[src/rtl/flash_ctl_pkg.sv]
// Package: shared widths, control bit positions, priority level masks and
// lock register field layout for the flash control register block.
package flash_ctl_pkg;

    localparam int CTL_W   = 5;
    localparam int N_LVL   = 4;
    localparam int N_LOW   = 10;
    localparam int N_MID   = 2;
    localparam int BLK_W   = 1 + N_MID + N_LOW;
    localparam int DATA_W  = 32;

    // Control bit positions (LSB numbering)
    localparam int C_ERASE = 0;
    localparam int C_PROG  = 1;
    localparam int C_HVEN  = 2;
    localparam int C_ESUSP = 3;
    localparam int C_PSUSP = 4;

    // Lock register positions (LSB numbering)
    localparam int L_EN    = 31;
    localparam int L_SHAD  = 20;
    localparam int L_MID   = 16;
    localparam int L_LOW   = 0;

    // Bits of the control register that belong to a priority level (0 = most urgent)
    function automatic logic [CTL_W-1:0] lvl_mask(input int lvl);
        logic [CTL_W-1:0] m;
        m = '0;
        case (lvl)
            0:       m[C_ERASE] = 1'b1;
            1:       m[C_PROG]  = 1'b1;
            2:       m[C_HVEN]  = 1'b1;
            default: begin
                m[C_ESUSP] = 1'b1;
                m[C_PSUSP] = 1'b1;
            end
        endcase
        return m;
    endfunction

    // Writable lock field bits, lock enable excluded
    function automatic logic [DATA_W-1:0] field_mask();
        logic [DATA_W-1:0] m;
        m = '0;
        m[L_SHAD] = 1'b1;
        m[L_MID +: N_MID] = '1;
        m[L_LOW +: N_LOW] = '1;
        return m;
    endfunction

    // Gather the lock fields into the per-block vector
    function automatic logic [BLK_W-1:0] pack_blocks(input logic [DATA_W-1:0] r);
        return {r[L_SHAD], r[L_MID +: N_MID], r[L_LOW +: N_LOW]};
    endfunction

endpackage

[src/rtl/flash_ctl_arb.sv]
// Control write arbiter: given the current control bits and a write value,
// finds the most urgent priority level that the write would change and
// returns the next register value with only that level's changes applied.
// Assumes: purely combinational, wr_en qualifies the write.
module flash_ctl_arb
    import flash_ctl_pkg::*;
(
    input  logic [CTL_W-1:0] cur,
    input  logic [CTL_W-1:0] wval,
    input  logic             wr_en,
    output logic [CTL_W-1:0] nxt
);

    logic [CTL_W-1:0] chg;
    logic [N_LVL-1:0] lvl_hit;
    logic [CTL_W-1:0] win_mask;

    // Bits the write asks to flip, set or clear alike
    always_comb chg = wr_en ? (cur ^ wval) : '0;

    for (genvar l = 0; l < N_LVL; l++) begin : g_lvl
        assign lvl_hit[l] = |(chg & lvl_mask(l));
    end

    // Select the lowest-numbered level with a pending change
    always_comb begin
        win_mask = '0;
        for (int l = N_LVL - 1; l >= 0; l--) begin
            if (lvl_hit[l]) win_mask = lvl_mask(l);
        end
    end

    // Apply only the winning level's flips
    always_comb nxt = cur ^ (chg & win_mask);

endmodule

[src/rtl/flash_ctl_bits.sv]
// Control register: holds the five operation control bits and loads the
// arbitrated next value each cycle. Assumes synchronous active-low reset.
module flash_ctl_bits
    import flash_ctl_pkg::*;
(
    input  logic             clk,
    input  logic             rst_n,
    input  logic             wr_en,
    input  logic [CTL_W-1:0] wval,
    output logic [CTL_W-1:0] ctl_q
);

    logic [CTL_W-1:0] ctl_nxt;

    flash_ctl_arb i_arb (
        .cur   (ctl_q),
        .wval  (wval),
        .wr_en (wr_en),
        .nxt   (ctl_nxt)
    );

    // Register the arbitrated control value
    always_ff @(posedge clk) begin
        if (!rst_n) ctl_q <= '0;
        else        ctl_q <= ctl_nxt;
    end

endmodule

[src/rtl/flash_lock_reg.sv]
// Block-lock register: the lock enable is always writable; lock fields load
// from shadow_cfg in reset and take writes only while the enable already
// held is 1. Reserved bits stay 0. Assumes synchronous active-low reset.
module flash_lock_reg
    import flash_ctl_pkg::*;
(
    input  logic              clk,
    input  logic              rst_n,
    input  logic              wr_en,
    input  logic [DATA_W-1:0] wval,
    input  logic [DATA_W-1:0] shadow_cfg,
    output logic [DATA_W-1:0] lock_q
);

    localparam logic [DATA_W-1:0] FMASK = field_mask();

    logic [DATA_W-1:0] lock_nxt;

    // Next value: enable always, fields only when currently enabled
    always_comb begin
        lock_nxt = lock_q;
        if (wr_en) begin
            lock_nxt[L_EN] = wval[L_EN];
            if (lock_q[L_EN]) lock_nxt = (lock_nxt & ~FMASK) | (wval & FMASK);
        end
    end

    // Register with shadow-derived reset of the fields
    always_ff @(posedge clk) begin
        if (!rst_n) lock_q <= shadow_cfg & FMASK;
        else        lock_q <= lock_nxt;
    end

endmodule

[src/rtl/flash_ctl_regs.sv]
// Top: decodes bus writes to the control and lock registers, returns
// combinational read data, and drives the effective block lock as the OR
// of the lock fields and the secondary lock vector.
module flash_ctl_regs
    import flash_ctl_pkg::*;
#(
    parameter int ADDR_W    = 8,
    parameter int CTL_OFFS  = 0,
    parameter int LOCK_OFFS = 4
) (
    input  logic              clk,
    input  logic              rst_n,
    input  logic [ADDR_W-1:0] bus_addr,
    input  logic              bus_we,
    input  logic [31:0]       bus_wdata,
    output logic [31:0]       bus_rdata,
    input  logic [31:0]       shadow_cfg,
    input  logic [12:0]       sec_lock,
    output logic [12:0]       block_lock,
    output logic [4:0]        ctl_bits
);

    localparam logic [ADDR_W-1:0] A_CTL  = ADDR_W'(CTL_OFFS);
    localparam logic [ADDR_W-1:0] A_LOCK = ADDR_W'(LOCK_OFFS);

    logic              sel_ctl;
    logic              sel_lock;
    logic [CTL_W-1:0]  ctl_q;
    logic [DATA_W-1:0] lock_q;

    // Address decode
    always_comb begin
        sel_ctl  = (bus_addr == A_CTL);
        sel_lock = (bus_addr == A_LOCK);
    end

    flash_ctl_bits i_ctl (
        .clk   (clk),
        .rst_n (rst_n),
        .wr_en (bus_we && sel_ctl),
        .wval  (bus_wdata[CTL_W-1:0]),
        .ctl_q (ctl_q)
    );

    flash_lock_reg i_lock (
        .clk        (clk),
        .rst_n      (rst_n),
        .wr_en      (bus_we && sel_lock),
        .wval       (bus_wdata),
        .shadow_cfg (shadow_cfg),
        .lock_q     (lock_q)
    );

    // Read mux, unmapped offsets read zero
    always_comb begin
        bus_rdata = '0;
        if (sel_ctl)       bus_rdata[CTL_W-1:0] = ctl_q;
        else if (sel_lock) bus_rdata = lock_q;
    end

    // Effective lock and control outputs
    always_comb begin
        block_lock = pack_blocks(lock_q) | sec_lock;
        ctl_bits   = ctl_q;
    end

endmodule

[config.mk]
export PLATFORM = sky130hd
export DESIGN_NAME = flash_ctl_regs
export DESIGN_NICKNAME = d
export VERILOG_FILES = /design/src/rtl/flash_ctl_pkg.sv /design/src/rtl/flash_ctl_arb.sv /design/src/rtl/flash_ctl_bits.sv /design/src/rtl/flash_lock_reg.sv /design/src/rtl/flash_ctl_regs.sv
export SDC_FILE = /design/constraint.sdc
export NUM_CORES = 1
export LEC_CHECK = 0
export CORE_ASPECT_RATIO = 0.9
export CORE_MARGIN = 2
export CORE_UTILIZATION = 36
export DETAILED_ROUTE_END_ITERATION = 8
export GPL_TIMING_DRIVEN = 0
export HOLD_SLACK_MARGIN = 0.02
export PLACE_DENSITY_LB_ADDON = 0.25
export SYNTH_ARGS = -nofsm -noshare
export SYNTH_HDL_FRONTEND = slang
export SYNTH_HIERARCHICAL = 1
export SYNTH_SLANG_ARGS = --single-unit
[constraint.sdc]
create_clock -name clk -period 4.6 [get_ports clk]
set_clock_uncertainty 0.15 [all_clocks]
set_input_delay 0.92 -clock clk [delete_from_list [all_inputs] [get_ports clk]]
set_output_delay 0.92 -clock clk [all_outputs]
set_load 0.03 [all_outputs]
* Word level (Yosys, flattened, before mapping)
Index checks and enable logic that the tools add are counted.
** Cells by class
- Order comparisons :: 0
- Divide/modulo/power cells :: 0
- Multipliers :: 0
- Multiplexer cells :: 11
- Eq/ne operators :: 3
- Reductions and logical operators :: 6
- Shift operators :: 0
- $add $sub $neg :: 0
- Bitwise operators :: 5
** Operators with widths (count)
- $mux W32 :: 2
- $mux W21 :: 2
- $or A32 B21 Y32 :: 1
- $mux W5 :: 6
- $mux W27 :: 1
- $or A13 B13 Y13 :: 1
- $xor A5 B5 Y5 :: 2
- $eq A8 B3 Y1 const B :: 1
- $logic_not A8 Y1 :: 1
- $and A5 B5 Y5 :: 1
- $ne A2 B1 Y1 const B :: 2
- $reduce_and A2 Y1 :: 2
- $logic_and A1 B1 Y1 :: 2
- $reduce_or A2 Y1 :: 1
** Storage, ports and cells
- Bits in registers :: 37
- Memories :: 0
- Bits in writable memories :: 0
- Bits in latches :: 0
- Bits of input ports :: 88
- Bits in read-only memories :: 0
- Output and inout port bits :: 50

* Depth between registers and ports, before layout
Gate-level depths: netlist of the first run.
- Depth after elaboration :: 10
- Depth in mapped cells :: 7

* Cells and area by module
The synthesis of the first run kept the hierarchy.
** By module, submodules not included
- flash_lock_reg :: seq. area each 410.4 µm², instances 1, cells each 80, area each 855.8 µm²
- flash_ctl_regs :: seq. area each 0.0 µm², instances 1, cells each 92, area each 661.9 µm²
- flash_ctl_bits :: seq. area each 100.1 µm², instances 1, cells each 10, area each 131.4 µm²
- flash_ctl_arb :: seq. area each 0.0 µm², instances 1, cells each 11, area each 111.4 µm²

* Least setup slack after synthesis of the first run
No wires, ideal clock.
- Path kind :: input to output
- Start :: in bus_addr[5]
- End :: out bus_rdata[31]
- Arrival :: 2395 ps
- Stages :: 4
- Slack :: 1135 ps
- Path through :: or4_4 > buf_6 > buf_6 > nor3_1
** Between the ends
- Cells in the longest elaborated chain, start to end :: 3
- Elaborated cells on any way between the ends :: 4
- Those cells by class :: 1 x eq/ne; 2 x mux; 1 x reduce/logical
** Ends and longest elaborated chain
- start, declared :: RTL line flash_ctl_regs.sv:13 : input logic [ADDR_W-1:0] bus_addr,
- $eq A8 B3 Y1 :: RTL line flash_ctl_regs.sv:34 : sel_lock = (bus_addr == A_LOCK);
- $mux W32 :: RTL line flash_ctl_regs.sv:58 : else if (sel_lock) bus_rdata = lock_q;
- $mux W27 * :: RTL line flash_ctl_regs.sv:57 : if (sel_ctl) bus_rdata[CTL_W-1:0] = ctl_q;
- end, declared :: RTL line flash_ctl_regs.sv:16 : output logic [31:0] bus_rdata,
Every way passes the cells marked *; elsewhere a longest branch is shown, timed or not.

* Final worst setup path of the first run
- Start :: in bus_addr[5]
- End :: out bus_rdata[16]
Same word-level chain as after synthesis.

==> summary.txt, run 1 <==
status -> complete, no violations
H-tree Lvls -> 1
Resize count post-CTS -> 0
final WL -> 4130 um
crit path kind -> input port to output pin
fillcell total -> 432
R2R depth -> 3
fin. max-slew vios -> 0
worst rel slew slack -> 38.1%
Routed WL per cell -> 11.5 um
Finish-stage setup viols -> 0
WHS Path Cells -> 2
CP Capture Type -> output pin
fin crit share -> 89.4%
initial antenna violation count -> 0
Synth Warn # -> 6
hold path start -> i_lock/lock_q[31]
final setup TNS -> 0 ns
Pleak -> 0.00107 uW
remaining routing DRC violations -> 0
biggest area consumer among synthesized cells -> edfxtp_1
# diodes -> 0
number of max-cap violations -> 0
Die Width -> 77.7 um
R2R Path End -> i_lock/lock_q[9]
CTS tree -> built
clock buffer depth -> 2
CTS Sinks -> 19
# hold bufs at CTS -> 0
Core Footprint -> 4770 sq um
GRT Total Usage -> 15.2%
most frequent cells in the layout -> clkdlybuf4s50_1 (81), inv_1 (41), buf_4 (20), nor3_2 (20), conb_1 (18)
first-pass GRT wire length -> 6580 um
initial core utilization -> 36.9%
vias in the first global route -> 1426
sequential area share after synthesis -> 29.0%
Clock transition at path regs -> 0.07 ns
WHS Endpoint -> i_lock/lock_q[31]
top post-synthesis cells by area -> edfxtp_1 (22%), nor3_2 (11%), inv_1 (8.7%)
I/O Buffers -> 81
share of post-route cells with drive strength above 1 -> 28.5%
Cells after Synth -> 193
internal reg-to-reg setup slack -> 2.97 ns
Post-Syn Area -> 1760 sq um
arrival time worst endpoint -> 3.04 ns
peak supply drop -> 0.000123 V
Syn Area/Cell -> 9.12 sq um
fin crit period -> 4.11 ns
PD cells -> 167 nW/um^2
post-synthesis register bit count -> 19
Vias -> 1523
Avg Vias per Cell -> 4.23
crit start category -> input port
Root Buffer Master -> clkbuf_8
I/O pin cnt -> 138
antenna viol nets, final -> 0
post-synthesis cell type count -> 29
measured slew at the worst slew-check pin -> 0.921 ns
Highest Clock Rate -> 243 MHz
Critical Path Fanout Max -> 10
most common cell after layout, fill and taps aside -> clkdlybuf4s50_1
RR Startpoint -> i_lock/lock_q[31]
largest net degree at the start of global routing -> 14
DP Wirelength -> 3350 um
Final Util -> 57.8%
worst skew pair latency -> 0.25 ns
CTS buffer count -> 3
top cell type's share of synthesized area -> 22.2%
placer congestion estimate -> 0.739
DR iter-0 viols -> 30
RSZ-0062 raised after global routing -> false
Final nets -> 384
# rows -> 24
Die Height -> 70.3 um
Die ar. -> 5470 sq um
final hold vios -> 0
Initial DRT Pass Iterations -> 4
worst hold path class -> flip-flop to flip-flop
Setup Buffers After CTS -> 0
CP Data Required Time -> 3.53 ns
Area Growth Syn to Fin -> 56.9%
GR Overflow Total -> 0
-- logic make-up (layout without fill, tap and decap cells) --
logic type,count (synthesis),after routing,share of synthesized area [%]
AND/OR/NAND/NOR,74,74,29.6
buffers and inverters,72,157,24.9
flip-flops,19,19,29.0
AO/OA/AOI/OAI,13,13,7.82
multiplexers,11,11,6.61
XOR/XNOR,3,3,1.92
other,1,18,0.213
-- synth_stat cells --
master    count
mux2_2        3
conb_1        1
nand2_1      15
buf_4        20
edfxtp_1     13
nor3_2       20
or4b_1        1
o22ai_1       4
nand4_2       1
nor3_4        2
or4_4         1
mux2i_1       6
buf_6         8
nor3_1       11
o22ai_2       9
nor4_1        1
buf_12        2
inv_1        41
xnor2_2       1
dfxtp_1       6
mux2_1        2
nand3_1       1
xnor2_1       2
nor2b_1       1
and2_1        5
or3_1         1
clkbuf_1      1
nand2_2       1
or2_2        13
-- where the power goes --
part | switching [uW] | total, uW | internal [uW]
Clock | 57.8 | 119 | 61.6
Sequential | 4.40 | 197 | 193
Combinational | 60.8 | 144 | 83.5
Total | 123 | 461 | 338
-- per-stage QoR --
| stage | area, sq um | setup WS (ns) | power [uW] | cells | hold WS, ns |
|---|---|---|---|---|---|
| floorplan | 1820 | 1.13 | 279 | 210 | 0.370 |
| global placement | 2720 | 0.494 | 344 | 356 | 0.385 |
| detailed placement | 2720 | 0.479 | 345 | 356 | 0.391 |
| CTS | 2760 | 0.479 | 466 | 360 | 0.403 |
| global route | 2760 | 0.429 | 483 | 360 | 0.427 |
| finish | 2760 | 0.486 | 461 | 360 | 0.400 |
-- worst max path at each step --
stage | start | end | slack, ns
after floorplan | bus_addr[5] | bus_rdata[31] | 1.13
after global placement | bus_addr[5] | bus_rdata[17] | 0.49
after detailed placement | bus_addr[5] | bus_rdata[16] | 0.48
after CTS | bus_addr[5] | bus_rdata[16] | 0.48
after global routing | bus_addr[5] | bus_rdata[16] | 0.43
final | bus_addr[5] | bus_rdata[16] | 0.49
-- critical path, stage by stage --
cell	delay, ns
clkdlybuf4s50_1	0.39
or4_4	0.53
buf_6	0.15
buf_4	0.19
nor3_2	0.17
clkdlybuf4s50_1	0.69
-- area by class of cell --
cell class	count	area, sq um	share of cell area (%)
buffer	31	284	10.3
clock buffer	4	45.0	1.63
inverter	41	154	5.57
multi-input combinational	119	876	31.7
sequential	19	510	18.5
tap	65	81.3	2.95
timing repair buffer	81	811	29.4
-- sequential cells by signal (all words and copies together), names as in the netlist --
signal and flops:
i_lock/lock_q 14, i_ctl/ctl_q 5
-- metal layers --
metal	up-vias	wire length [um]	global-route usage, %
li1	791	-	-
met4	0	24	4.17
met3	2	264	3.36
met1	678	1840	19.2
met2	52	2000	26.1
met5	-	0	0
Note: power is estimated with default switching activity, not from simulation.
==> run 2: changes to the inputs <==
--- a/config.mk
+++ b/config.mk
@@ -8,6 +8,7 @@
 export CORE_ASPECT_RATIO = 0.9
 export CORE_MARGIN = 2
 export CORE_UTILIZATION = 36
+export CTS_CLUSTER_SIZE = 14
 export DETAILED_ROUTE_END_ITERATION = 8
 export GPL_TIMING_DRIVEN = 0
 export HOLD_SLACK_MARGIN = 0.02
==> results of run 2 <==
No change in the layout: final DEF, timing and power equal those of run 1.
